**src/rtl/ldpc_trap_pkg.sv**
```systemverilog
package ldpc_trap_pkg;
  // Counter width able to hold values 0..limit
  function automatic int cnt_width(input int limit);
    return (limit < 1) ? 1 : $clog2(limit + 1);
  endfunction
endpackage

```
**src/rtl/ldpc_or_tree.sv**
```systemverilog
module ldpc_or_tree #(
  parameter int WIDTH = 16
) (
  input  logic [WIDTH-1:0] bits_in,
  output logic             any_set
);
  localparam int LEVELS = (WIDTH > 1) ? $clog2(WIDTH) : 0;
  localparam int LEAVES = 1 << LEVELS;
  localparam int NODES  = 2 * LEAVES - 1;

  logic [NODES-1:0] node;

  genvar g;
  generate
    for (g = 0; g < LEAVES; g++) begin : g_leaf
      if (g < WIDTH) begin : g_used
        assign node[LEAVES - 1 + g] = bits_in[g];
      end else begin : g_pad
        assign node[LEAVES - 1 + g] = 1'b0;
      end
    end
    for (g = 0; g < LEAVES - 1; g++) begin : g_inner
      assign node[g] = node[2*g + 1] | node[2*g + 2];
    end
  endgenerate

  assign any_set = node[0];
endmodule

```
**src/rtl/ldpc_stable_ctr.sv**
```systemverilog
module ldpc_stable_ctr #(
  parameter int LIMIT = 3,
  parameter int CW    = ldpc_trap_pkg::cnt_width(LIMIT)
) (
  input  logic          clk,
  input  logic          rst,
  input  logic          clr,
  input  logic          step,
  input  logic          unchanged,
  output logic [CW-1:0] cnt,
  output logic [CW-1:0] cnt_nxt
);
  localparam logic [CW-1:0] MAXV = CW'(LIMIT);

  always_comb begin
    cnt_nxt = cnt;
    if (clr) begin
      cnt_nxt = '0;
    end else if (step) begin
      if (!unchanged)       cnt_nxt = '0;
      else if (cnt < MAXV)  cnt_nxt = cnt + 1'b1;
    end
  end

  always_ff @(posedge clk) begin
    if (rst) cnt <= '0;
    else     cnt <= cnt_nxt;
  end

  AST_CNT_SATURATES: assert property (@(posedge clk) disable iff (rst)
    cnt <= MAXV);
  AST_CNT_STEPS_BY_ONE: assert property (@(posedge clk) disable iff (rst)
    (step && !clr && unchanged && cnt < MAXV) |=> cnt == $past(cnt) + 1'b1);
endmodule

```
**src/rtl/ldpc_trap_detector.sv**
```systemverilog
module ldpc_trap_detector #(
  parameter int CHECKS       = 16,
  parameter int STABLE_ITERS = 3,
  parameter int CW           = ldpc_trap_pkg::cnt_width(STABLE_ITERS)
) (
  input  logic              clk,
  input  logic              rst,
  input  logic              frame_start,
  input  logic              iter_done,
  input  logic [CHECKS-1:0] chk_bits,
  output logic              trap_flag,
  output logic              valid_flag,
  output logic [CW-1:0]     stable_cnt
);
  localparam logic [CW-1:0] MAXV = CW'(STABLE_ITERS);

  logic [CHECKS-1:0] prev_bits;
  logic              primed;
  logic              any_diff;
  logic              nonzero;
  logic              unchanged;
  logic [CW-1:0]     cnt_nxt;

  ldpc_or_tree #(.WIDTH(CHECKS)) u_diff_tree (
    .bits_in (chk_bits ^ prev_bits),
    .any_set (any_diff)
  );

  ldpc_or_tree #(.WIDTH(CHECKS)) u_zero_tree (
    .bits_in (chk_bits),
    .any_set (nonzero)
  );

  // Unchanged only once a previous syndrome exists, and only for a nonzero one
  assign unchanged = primed && !any_diff && nonzero;

  ldpc_stable_ctr #(.LIMIT(STABLE_ITERS), .CW(CW)) u_ctr (
    .clk       (clk),
    .rst       (rst),
    .clr       (frame_start),
    .step      (iter_done),
    .unchanged (unchanged),
    .cnt       (stable_cnt),
    .cnt_nxt   (cnt_nxt)
  );

  always_ff @(posedge clk) begin
    if (rst || frame_start) begin
      prev_bits  <= '0;
      primed     <= 1'b0;
      trap_flag  <= 1'b0;
      valid_flag <= 1'b0;
    end else if (iter_done) begin
      prev_bits  <= chk_bits;
      primed     <= 1'b1;
      valid_flag <= !nonzero;
      trap_flag  <= nonzero && (cnt_nxt == MAXV);
    end
  end

  AST_TRAP_NOT_VALID: assert property (@(posedge clk) disable iff (rst)
    trap_flag |-> !valid_flag);
  AST_TRAP_AT_LIMIT: assert property (@(posedge clk) disable iff (rst)
    trap_flag |-> stable_cnt == MAXV);
  AST_IDLE_HOLDS: assert property (@(posedge clk) disable iff (rst)
    (!iter_done && !frame_start) |=> $stable(stable_cnt) && $stable(trap_flag) && $stable(valid_flag));
  AST_START_CLEARS: assert property (@(posedge clk) disable iff (rst)
    frame_start |=> stable_cnt == '0 && !trap_flag && !valid_flag);
  AST_CHANGE_RESETS: assert property (@(posedge clk) disable iff (rst)
    (iter_done && !frame_start && any_diff) |=> stable_cnt == '0);
endmodule

```
**config.mk**
```make
export PLATFORM = sky130hd
export DESIGN_NAME = ldpc_trap_detector
export DESIGN_NICKNAME = d
export VERILOG_FILES = /design/src/rtl/ldpc_trap_pkg.sv /design/src/rtl/ldpc_or_tree.sv /design/src/rtl/ldpc_stable_ctr.sv /design/src/rtl/ldpc_trap_detector.sv
export SDC_FILE = /design/constraint.sdc
export NUM_CORES = 1
export LEC_CHECK = 0
export BUFFER_PORTS_ARGS = -buffer_cell sky130_fd_sc_hd__buf_2
export CAP_MARGIN = 15
export CORE_ASPECT_RATIO = 0.9
export CORE_MARGIN = 2
export CORE_UTILIZATION = 46
export CTS_BUF_LIST = sky130_fd_sc_hd__clkbuf_16
export DETAILED_ROUTE_END_ITERATION = 8
export GPL_TIMING_DRIVEN = 0
export PLACE_DENSITY = 0.73
export SETUP_SLACK_MARGIN = 0.1
export SLEW_MARGIN = 20
export SYNTH_ARGS = -nofsm -noshare
export SYNTH_HDL_FRONTEND = slang
export SYNTH_SLANG_ARGS = --single-unit
```
**constraint.sdc**
```tcl
create_clock -name clk -period 1.1 [get_ports clk]
set_input_delay 0.165 -clock clk [delete_from_list [all_inputs] [get_ports clk]]
set_output_delay 0.165 -clock clk [all_outputs]
set_load 0.05 [all_outputs]
```
Word level (Yosys, flattened, before mapping)

Cells that the tools add are included.

Bits in registers: 21
Input port bits: 20
Word-level logic and storage cells: 49

$add $sub $neg: 1
$lt $le $gt $ge: 1
Eq/ne operators: 1
Mux-type cells: 4
Bitwise logic cells: 31
Reduce and logical (&&, ||, !) cells: 6

Operators with widths:

| cell                                        | number |
|---|---|
| bitwise OR 1 bit                            | 30 |
| bitwise XOR 16 bit                          | 1 |
| two-way mux 2 bit                           | 4 |
| logical AND 1 bit                           | 3 |
| adder 2 x 1 -> 2 bit, second input constant | 1 |
| equality test 2 bit, second input constant  | 1 |
| zero test 1 bit                             | 2 |
| < comparator 2 bit, second input constant   | 1 |
| logical OR 1 bit                            | 1 |

Depth between registers and ports, before layout

Gate-level depths: netlist of the first run.

Depth after elaboration: 13
Mapped depth: 5
Gate-level depth less buffers: 5

Cells and area by module

Synthesis of the first run repeated with hierarchy kept, for this count alone.

Cell total of the unflattened synthesis: 102
Area, all modules: 992.2 µm²

Modules (own cells, without submodules):

| module             | instances | cells an instance | area each (µm²) | seq. area each (µm²) |
|---|---|---|---|---|
| ldpc_trap_detector | 1         | 80                | 835.8           | 380.4 |
| ldpc_stable_ctr    | 1         | 12                | 93.8            | 40.0 |
| ldpc_or_tree       | 2         | 5                 | 31.3            | 0.0 |

Worst setup path after synthesis of the first run

Ideal clock, no wire load.

Kind: register to register
Start: register prev_bits[6]
End: register u_ctr.cnt[1]
Library setup time: 0.079 ns
Arrival: 1.185 ns
Data required time: 1.021 ns
Slack: -0.164 ns
Stages on the path, launching flop included: 6
Path buffers: 0
Clock period less this slack: 1.264 ns
Cell sequence: dfxtp_1 xor2_1 nor4_1 and3_1 nand4_1 a211oi_2

Longest elaborated chain between the ends: 11

Ends and longest elaborated chain:

| element                         | RTL line                 | text |
|---|---|---|
| start, declared                 | ldpc_trap_detector.sv:17 | `logic [CHECKS-1:0] prev_bits;` |
| start signal, assigned          | ldpc_trap_detector.sv:54 | `prev_bits <= chk_bits;` |
| bitwise XOR 16 bit              | ldpc_trap_detector.sv:25 | `.bits_in (chk_bits ^ prev_bits),` |
| bitwise OR 1 bit (4 in series)  | ldpc_or_tree.sv:23       | `assign node[g] = node[2*g + 1] \| node[2*g + 2];` |
| zero test 1 bit                 | ldpc_trap_detector.sv:35 | `assign unchanged = primed && !any_diff && nonzero;` |
| logical AND 1 bit (2 in series) | ldpc_trap_detector.sv:35 |  |
| two-way mux 2 bit               | ldpc_stable_ctr.sv:20    | `if (!unchanged) cnt_nxt = '0;` |
| two-way mux 2 bit               | ldpc_stable_ctr.sv:19    | `end else if (step) begin` |
| two-way mux 2 bit               | ldpc_stable_ctr.sv:17    | `if (clr) begin` |
| end signal, assigned            | ldpc_stable_ctr.sv:27    | `else cnt <= cnt_nxt;` |
| end, declared                   | ldpc_stable_ctr.sv:10    | `output logic [CW-1:0] cnt,` |

Every way passes these cells.
A chain may end at the register's enable or synchronous reset.

Worst setup path in the final report of the first run

Start: register prev_bits[8]
End: register u_ctr.cnt[1]

Same word-level chain as after synthesis.

==> impl_metrics.csv, run 1 <==
group,metric,value,unit
outcome,status,"finished with violations",
outcome,violations,"setup timing",
final_layout,final_nets,148,
yosys,synth_cell_types,18,
yosys,yosys_register_bits,21,
sta,max_slew_margin,69.5,%
sta,final_hold_viol_count,0,
placed_design,dp.cells,148,
power_and_ir_drop,p_int,1.35,mW
floorplan,num_rows,15,
sta,timing.final.ws_setup,-0.284,ns
floorplan,dieHeight,47.3,um
final_layout,layout_common_cells,"21 x nor2_1, 20 x buf_2, 18 x dfxtp_1",
clock_tree,cts_tree,"built",
grt,antenna_found_initial,0,
detailed_routing,ant_nets,0,
clock_tree,cts_max_level,1,
flow_run,drv_cap,0,
grt,grt_pass1_wl,3.19,mm
clock_tree,clock_latency,0.25,ns
detailed_routing,dr.first_iter.drc_count,2,
detailed_routing,drt-vias-per-instance,5.19,
floorplan,ios,24,
sta,report.final.slew_viol_count,0,
power_and_ir_drop,clock_power_share,43.3,%
final_layout,drive_above_1_share,25.2,%
yosys,synth_top_area_share,43.8,%
yosys,postSynthAreaPerCell,9.50,sq um
grt,grt_usage,18.2,%
setup_path,required,1.27,ns
yosys,syn_nets,121,
power_and_ir_drop,pwr-share-comb,10.5,%
setup_path,cp.arrival,1.56,ns
power_and_ir_drop,p_leak,0.562,nW
grt,grt_max_degree,12,
clock_tree,root_buffer,"clkbuf_16",
yosys,synth_largest_area_cell,"dfxtp_1",
final_layout,diodes,0,
hold_path,hold_class,"in2reg",
final_layout,layout_commonest_cell,"nor2_1",
power_and_ir_drop,p_seq_share,46.2,%
detailed_routing,routed_wl,1.85,mm
grt,grt_pass1_vias,779,
yosys,synth_area_leaders,"dfxtp_1 44%, mux2i_1 18%, xor2_1 14%",
detailed_routing,drc,0,
power_and_ir_drop,ir_worst_vdd,1.45,mV
clock_tree,clk_path_buf_depth,2,
setup_path,critPathMaxFanout,3,
setup_path,crit_path_end_kind,"flip-flop",
sta,worst_pin_slew,0.458,ns
clock_tree,cts.clk_slew.worst_paths,0.06,ns
placed_design,gp_congestion,0.681,
final_layout,instances_no_fill,152,
floorplan,coreArea,0.00195,sq mm
placed_design,port-buffer-count,22,
yosys,synthCells,101,
sta,timing.final.crit_share,126,%
sta,fmax,723,MHz
power_and_ir_drop,sw_frac_of_total,21.6,%
clock_tree,clock_sinks,21,
detailed_routing,vias,789,
power_and_ir_drop,switchingPower,0.371,mW
final_layout,area_growth,25.2,%
sta,rsz0062_at_grt,"yes",
floorplan,dieArea,0.00247,sq mm
setup_path,crit_type,"reg2reg",
yosys,seq_area_frac_synth,43.8,%
grt,grt_overflow_total,0,
yosys,yosys_warnings,0,
sta,period_needed,1.38,ns
placed_design,hpwl,1.40,mm
floorplan,start_util,49.2,%
floorplan,fp.dieW,52.1,um
clock_tree,numCtsBuffers,3,
sta,setup_viol,3,
setup_path,cp-start-kind,"flip-flop",
detailed_routing,routedWlPerCell,12.2,um
power_and_ir_drop,powerDensity,1430,mW/mm^2
detailed_routing,first_pass_iters,4,
yosys,mappedNetlistArea,960,sq um
sta,clock_skew,0.00463,ns
sta,hold-worst-slack,0.192,ns
[cells in the mapped netlist (all sizes together)]
| cell | count |
|---|---|
| and3 | 1 |
| nand2 | 2 |
| nand2b | 1 |
| clkbuf | 3 |
| nor4 | 8 |
| nor2 | 21 |
| and4 | 1 |
| xor2 | 15 |
| nand3 | 2 |
| a21oi | 1 |
| o21ai | 2 |
| or2 | 1 |
| mux2i | 17 |
| nand4 | 1 |
| a211oi | 1 |
| buf | 2 |
| xnor2 | 1 |
| dfxtp | 21 |
[worst max-delay path, stage by stage, from the launching register on]
cell and delay, ns:
dfxtp_2 0.32, xor2_1 0.14, nor4_1 0.26, and3_1 0.19, nand4_1 0.18, a211oi_2 0.22
[registers in the layout, summed over array words and instances, names as in the netlist]
register,cells
u_ctr.cnt,2
trap_flag,1
valid_flag,1
primed,1
prev_bits,16
[routing by layer]
layer  part of all wire, %  track usage [%]  vias to the layer above  wire, um
met5                     0                0                        -         0
met4                   1.0             6.15                        0        19
met3                   5.7             7.01                        2       105
met2                    50             31.9                       18       919
met1                    43             20.8                      373       804
li1                      -                -                      396         -
[through the flow]
stage	power [mW]	TNS, ns	utilization (%)	instance area [sq um]	setup slack [ns]
6_report	1.72	-0.742	61.5	1200	-0.284
5_1_grt	1.80	-1.04	61.5	1200	-0.366
4_1_cts	1.74	-0.742	61.3	1200	-0.274
3_5_place_dp	0.993	-0.881	56.5	1100	-0.283
3_3_place_gp	0.989	-0.731	56.5	1100	-0.250
2_1_floorplan	0.919	-0.259	-	962	-0.107
[kinds of logic after synthesis]
family                    Yosys count  synth area share (%)
and+or+nand+nor                    38                  18.8
DFF                                21                  43.8
muxes                              17                  17.7
xor gates and xnor gates           16                  14.6
buffers and inverters               5                  2.22
AOI/OAI and AO/OA                   4                  2.87
[power groups by stage]
| stage | Clock (mW) | Combinational [mW] | Sequential [mW] |
|---|---|---|---|
| floorplan | 0 | 0.109 | 0.809 |
| global placement | 0 | 0.178 | 0.811 |
| detailed placement | 0 | 0.181 | 0.812 |
| CTS | 0.764 | 0.183 | 0.796 |
| global route | 0.798 | 0.202 | 0.798 |
| finish | 0.746 | 0.180 | 0.796 |
[layout make-up]
type | count | area (sq um)
buffer | 5 | 21.3
clock buffer | 3 | 75.1
clock inverter | 1 | 3.75
fill | 179 | 751
multi-input combinational | 75 | 518
sequential | 21 | 424
tap | 25 | 31.3
timing repair buffer | 22 | 128
[repair_timing]
action                     4_1_cts  5_1_grt
resized for setup                5        4
setup buffers                    0        0
pin swaps                        0        1
hold buffers                     0        0
setup endpoints to repair        7        5
[path summary, 6_finish.rpt]
path           startpoint             to  slack, ns  cells past startpoint
max          prev_bits[8]   u_ctr.cnt[1]      -0.28                      5
min reg2reg     trap_flag      trap_flag       0.45                      2
max reg2reg  prev_bits[8]   u_ctr.cnt[1]      -0.28                      5
min          chk_bits[13]  prev_bits[13]       0.19                      3
No activity file was read; power rests on OpenSTA's default activity.
==> run 2: changes to the inputs <==
--- a/config.mk
+++ b/config.mk
@@ -18,4 +18,5 @@
 export SLEW_MARGIN = 20
 export SYNTH_ARGS = -nofsm -noshare
 export SYNTH_HDL_FRONTEND = slang
+export SYNTH_HIERARCHICAL = 1
 export SYNTH_SLANG_ARGS = --single-unit
==> run 2 against run 1 <==
Compared with the run above:
- the run still ends with setup timing left
- via count grew 1.0%
- synthesized cell count grew 0.99%
- critical path depth rose by 4
- cell count increased by 2.6%
- combinational power rose by 16%
- die area is 3.1% higher
- setup slack worse by 0.44 ns
- wire length increased by 8.9%
- sequential power about the same
- clock power up 3.2%
- fmax decreased by 24%
==> impl_metrics.csv, run 2 <==
group,metric,value,unit
floorplan,dieArea,0.00255,sq mm
clock_tree,ctsHoldBuffers,0,
yosys,synth_largest_area_cell,"dfxtp_1",
setup_path,crit_path_start,"prev_bits[8]",
floorplan,start_util,50.3,%
grt,grt_overflow_total,0,
detailed_routing,dr_wl_met2,1.01,mm
setup_path,timing.rr.start,"prev_bits[8]",
yosys,postSynthAreaPerCell,9.73,sq um
detailed_routing,ant_nets,0,
final_layout,diodes,0,
setup_path,endpoint,"trap_flag",
flow_run,drv_cap,0,
clock_tree,clock_latency,0.25,ns
yosys,yosys_warnings,6,
floorplan,num_rows,15,
sta,final_hold_viol_count,0,
detailed_routing,first_pass_iters,4,
placed_design,dp.cells,150,
final_layout,largest_register,"prev_bits",
clock_tree,clk_path_buf_depth,2,
grt,grt_usage,17.6,%
detailed_routing,vias,797,
placed_design,post-place-ws,-0.695,ns
setup_path,reg2regPathDepth,9,
setup_path,cp.arrival,2.01,ns
clock_tree,numCtsBuffers,3,
sta,fmax,549,MHz
outcome,status,"finished with violations",
final_layout,layout_commonest_cell,"nor2_1",
final_layout,final_nets,152,
power_and_ir_drop,ir_worst_vdd,1.46,mV
setup_path,crit_path_end_kind,"flip-flop",
grt,grt_max_degree,14,
placed_design,port-buffer-count,23,
yosys,yosys-top-cells-count,"21 x dfxtp_1, 21 x nor2_1, 16 x mux2i_1, 16 x xor2_1, 8 x nor4_1",
final_layout,instances_no_fill,156,
yosys,async_flop_share,0,%
placed_design,hpwl,1.44,mm
yosys,mappedNetlistArea,992,sq um
yosys,yosys_register_bits,21,
final_layout,reg.largest.list,"prev_bits: 16 flops, u_ctr/cnt: 2 flops",
clock_tree,cts_max_level,1,
yosys,syn_nets,122,
floorplan,ios,24,
yosys,seq_area_frac_synth,42.4,%
sta,timing.final.crit_share,166,%
clock_tree,root_buffer,"clkbuf_16",
yosys,synth_cell_types,22,
sta,rsz0062_at_grt,"yes",
clock_tree,cts.clk_slew.worst_paths,0.06,ns
hold_path,hold_class,"in2reg",
detailed_routing,dr.first_iter.drc_count,11,
hold_path,min_from,"rst",
sta,setup_viol,3,
detailed_routing,m1WireLength,894,um
setup_path,crit_type,"reg2reg",
yosys,synth_top_area_share,42.4,%
grt,grt_pass1_vias,737,
sta,report.final.slew_viol_count,0,
floorplan,fp.dieW,53.0,um
yosys,ys.flop_type,"dfxtp_1",
clock_tree,clock_sinks,21,
yosys,synthCells,102,
sta,worst_pin_slew,0.354,ns
final_layout,drive_above_1_share,38.2,%
final_layout,largest_reg_flops,16,
final_layout,area_growth,30.5,%
sta,fin_tns_setup,-1.72,ns
detailed_routing,drt-vias-per-instance,5.11,
yosys,synth_edf_count,0,
detailed_routing,routedWlPerCell,12.9,um
detailed_routing,wl_met3,100,um
sta,period_needed,1.82,ns
detailed_routing,route.top_layer_used,"met4",
final_layout,fillers,177,
sta,clock_skew,0.00496,ns
yosys,synth_area_leaders,"dfxtp_1 42%, mux2i_1 16%, xor2_1 14%",
power_and_ir_drop,p_leak,0.604,nW
clock_tree,cts_tree,"built",
placed_design,gp_congestion,0.703,
power_and_ir_drop,powerDensity,1370,mW/mm^2
detailed_routing,drc,0,
setup_path,critPathMaxFanout,2,
floorplan,dieHeight,48.1,um
sta,timing.final.ws_setup,-0.721,ns
final_layout,layout_common_cells,"21 x nor2_1, 20 x buf_2, 16 x xor2_1, 16 x mux2i_1, 14 x dfxtp_1",
setup_path,r2r_setup_slack,-0.72,ns
outcome,violations,"setup timing",
setup_path,required,1.29,ns
setup_path,reg2reg_to,"trap_flag",
setup_path,cp-start-kind,"flip-flop",
sta,max_slew_margin,76.2,%
grt,grt_pass1_wl,3.11,mm
floorplan,coreArea,0.00197,sq mm
detailed_routing,routed_wl,2.01,mm
grt,antenna_found_initial,0,
==> run 2: per-layer routing <==
| layer | vias to the layer above | GRT usage [%] |
|---|---|---|
| li1 | 411 | - |
| met1 | 367 | 19.5 |
| met2 | 17 | 32.3 |
| met3 | 2 | 6.56 |
| met4 | 0 | 4.62 |
| met5 | - | 0 |
==> run 2: timing repair <==
action | CTS | global route
pin swaps | 2 | 9
buffers inserted | 0 | 2
gates resized for setup | 6 | 11
endpoints found under the setup margin | 7 | 5
==> run 2: how the worst min path moves through the flow <==
stage                   end  depth (start not counted)  slack (ns)
5_1_grt        u_ctr/cnt[1]                          2         0.1
4_1_cts        u_ctr/cnt[0]                          2        0.10
3_3_place_gp   u_ctr/cnt[0]                          2        0.36
2_1_floorplan  u_ctr/cnt[0]                          1        0.24
6_report       u_ctr/cnt[0]                          2         0.1
3_5_place_dp   u_ctr/cnt[0]                          2        0.36
==> run 2: cell type report <==
cell class	instances	area [sq um]	share of cell area, %
plain buffers	4	38.8	3.00
clock buffers	3	75.1	5.80
clock inverters	1	7.51	0.580
inverters	1	3.75	0.290
multi-input cells	76	566	43.7
flip-flops and latches	21	429	33.1
well taps	25	31.3	2.42
repair buffers	25	144	11.1
==> run 2: kinds of logic (layout without fill, tap and decap cells) <==
logic type	Yosys count	in the layout	synth area share, %
AND/OR/NAND/NOR	39	39	19.0
flip-flops	21	21	42.4
XOR/XNOR	16	16	14.1
multiplexers	16	16	16.1
AO/OA/AOI/OAI	5	5	4.03
buffers and inverters	5	34	4.29
==> run 2: metrics by stage <==
stage | power, mW | instance area (sq um) | util [%] | hold WS (ns)
floorplan | 0.931 | 1000 | - | 0.236
global route | 1.85 | 1290 | 65.7 | 0.0997
global placement | 1.01 | 1150 | 58.3 | 0.356
CTS | 1.78 | 1250 | 63.6 | 0.105
detailed placement | 1.01 | 1150 | 58.3 | 0.362
finish | 1.78 | 1290 | 65.7 | 0.0978
==> run 2: where the power goes <==
part	switching, mW	internal (mW)	total (mW)
logic	0.111	0.0972	0.209
clock network	0.278	0.492	0.770
registers	0.0145	0.784	0.799
total	0.404	1.37	1.78
==> run 2: critical path, stage by stage (launching register included) <==
cell and delay [ns]:
dfxtp_1 0.32, xor2_1 0.16, nor4_1 0.31, nand4_1 0.13, and3b_2 0.28, nand2_2 0.06, a2bb2oi_2 0.13, nor2_1 0.10
nand4_1 0.11, a21oi_2 0.16
==> run 3: changes to the inputs <==
==> constraint.sdc (replaced) <==
create_clock -name clk -period 1.48 [get_ports clk]
set_input_delay 0.222 -clock clk [delete_from_list [all_inputs] [get_ports clk]]
set_output_delay 0.222 -clock clk [all_outputs]
set_load 0.05 [all_outputs]
==> run 3 against run 2 <==
Compared with the run above:
- the flow still finishes with violations (setup timing)
- wire length is 0.60% lower
- cell area decreased by 1.6%
- first-iteration DRC count unchanged
- highest routed layer unchanged
- clock power fell by 26%
- core utilization down 1.1 points
- die area unchanged
- non-clock buffer count unchanged
==> impl_metrics.csv, run 3 (same netlist as run 2, synthesis figures left out) <==
group,metric,value,unit
setup_path,cp.arrival,2.01,ns
outcome,status,"finished with violations",
sta,hold-worst-slack,0.161,ns
grt,antenna_found_initial,0,
clock_tree,clock_sinks,21,
floorplan,ios,24,
detailed_routing,routedWlPerCell,12.8,um
setup_path,crit_family,"simple AND/OR/NAND/NOR gates",
final_layout,reg.largest.list,"prev_bits: 16 flops, u_ctr/cnt: 2 flops",
flow_run,drv_cap,0,
floorplan,dieHeight,48.1,um
placed_design,hpwl,1.44,mm
sta,timing.final.ws_setup,-0.345,ns
final_layout,fillers,180,
placed_design,post-place-ws,-0.369,ns
placed_design,dp.cells,150,
power_and_ir_drop,pwr-share-comb,11.6,%
grt,grt_usage,17.6,%
setup_path,cp-start-kind,"flip-flop",
setup_path,crit_type,"reg2reg",
placed_design,gp_congestion,0.703,
setup_path,required,1.67,ns
clock_tree,cts.clk_slew.worst_paths,0.06,ns
grt,grt_max_degree,14,
power_and_ir_drop,powerDensity,1040,mW/mm^2
final_layout,instances_no_fill,156,
sta,timing.final.crit_share,123,%
clock_tree,cts_max_level,1,
floorplan,start_util,50.3,%
outcome,violations,"setup timing",
grt,grt_pass1_vias,737,
setup_path,reg2regPathDepth,9,
setup_path,critPathMaxFanout,2,
detailed_routing,vias,798,
final_layout,layout_common_cells,"24 x buf_2, 21 x nor2_1, 16 x xor2_1, 16 x mux2i_1, 15 x dfxtp_1",
sta,rsz0062_at_grt,"yes",
setup_path,critPathBufInv,0,
detailed_routing,dr.first_iter.drc_count,11,
placed_design,port-buffer-count,23,
power_and_ir_drop,switchingPower,0.299,mW
final_layout,diodes,0,
sta,report.final.slew_viol_count,0,
floorplan,num_rows,15,
power_and_ir_drop,p_int,1.02,mW
setup_path,cp_cell_sequence,"xor2_1 -> nor4_1 -> nand4_1 -> and3b_2 -> nand2_2 -> a2bb2oi_2 -> nor2_1 -> nand4_1 -> a21oi_2",
final_layout,area_growth,28.4,%
final_layout,layout_commonest_cell,"buf_2",
final_layout,largest_register,"prev_bits",
final_layout,drive_above_1_share,36.6,%
sta,clock_skew,0.00493,ns
sta,fmax,548,MHz
detailed_routing,routed_wl,2.00,mm
sta,worst_pin_slew,0.354,ns
power_and_ir_drop,clock_power_share,43.4,%
sta,max_slew_margin,76.2,%
setup_path,crit_path_end_kind,"flip-flop",
power_and_ir_drop,p_seq_share,45.0,%
clock_tree,numCtsBuffers,3,
sta,final_hold_viol_count,0,
detailed_routing,drc,0,
clock_tree,cts_tree,"built",
power_and_ir_drop,p_leak,0.603,nW
power_and_ir_drop,sw_frac_of_total,22.7,%
floorplan,fp.dieW,53.0,um
final_layout,largest_reg_flops,16,
hold_path,hold_path_depth,2,
setup_path,crit_path_frequent_cell,"nand4_1",
setup_path,cp.depth,9,
clock_tree,root_buffer,"clkbuf_16",
floorplan,dieArea,0.00255,sq mm
hold_path,hold_class,"in2reg",
grt,grt_overflow_total,0,
detailed_routing,drt-vias-per-instance,5.12,
final_layout,final_nets,152,
sta,setup_viol,3,
clock_tree,clk_path_buf_depth,2,
detailed_routing,first_pass_iters,4,
final_layout,ff_latch_area,428,sq um
sta,period_needed,1.82,ns
detailed_routing,ant_nets,0,
grt,grt_pass1_wl,3.11,mm
clock_tree,clock_latency,0.25,ns
power_and_ir_drop,ir_worst_vdd,1.09,mV
setup_path,slowest_stage,"dfxtp_1",
setup_path,max_stage_delay,0.32,ns
floorplan,coreArea,0.00197,sq mm
final_layout,multi_input_area,559,sq um
==> run 3: worst paths after layout <==
path | startpoint | end | slack (ns)
setup / recovery | prev_bits[8] | trap_flag | -0.34
hold / removal | rst | u_ctr/cnt[1] | 0.16
setup reg to reg | prev_bits[8] | trap_flag | -0.34
hold reg to reg | trap_flag | trap_flag | 0.48
==> run 3: per-stage QoR <==
| stage | util [%] | total power [mW] | instance area [sq um] | setup TNS, ns |
|---|---|---|---|---|
| global route | 64.6 | 1.38 | 1270 | -0.821 |
| detailed placement | 58.3 | 0.751 | 1150 | -0.662 |
| global placement | 58.3 | 0.747 | 1150 | -0.543 |
| floorplan | - | 0.692 | 1000 | -0.0776 |
| finish | 64.6 | 1.32 | 1270 | -0.585 |
| CTS | 63.2 | 1.33 | 1250 | -0.427 |
==> run 3: repair_timing <==
action                                 4_1_cts  5_1_grt
gates resized for setup                      3        6
hold buffers                                 0        0
endpoints found under the hold margin        0        0
setup endpoints to repair                    3        3
pin swaps                                    2        8
buffers inserted                             0        2
==> run 3: area by class of cell <==
type                    count  area share [%]
clock inverters             1           0.589
repair buffers             25            10.2
flip-flops and latches     21            33.6
multi-input cells          76            43.9
well taps                  25            2.46
inverters                   1           0.295
clock buffers               3            5.89
plain buffers               4            3.05
==> run 3: power groups by stage <==
stage               clock network [mW]  registers (mW)  logic [mW]
finish                           0.572           0.594       0.153
detailed placement                   0           0.605       0.146
floorplan                            0           0.606      0.0859
global placement                     0           0.604       0.143
global route                     0.613           0.595       0.168
CTS                              0.582           0.593       0.151
==> run 3: routing by layer <==
layer  up-vias  track usage (%)  part of all wire, %  wire length (um)
li1        411                -                    -                 -
met4         0             4.62                 0.55                11
met2        17             32.3                   50              1000
met3         2             6.56                  4.8                96
met5         -                0                    0                 0
met1       368             19.5                   45               891
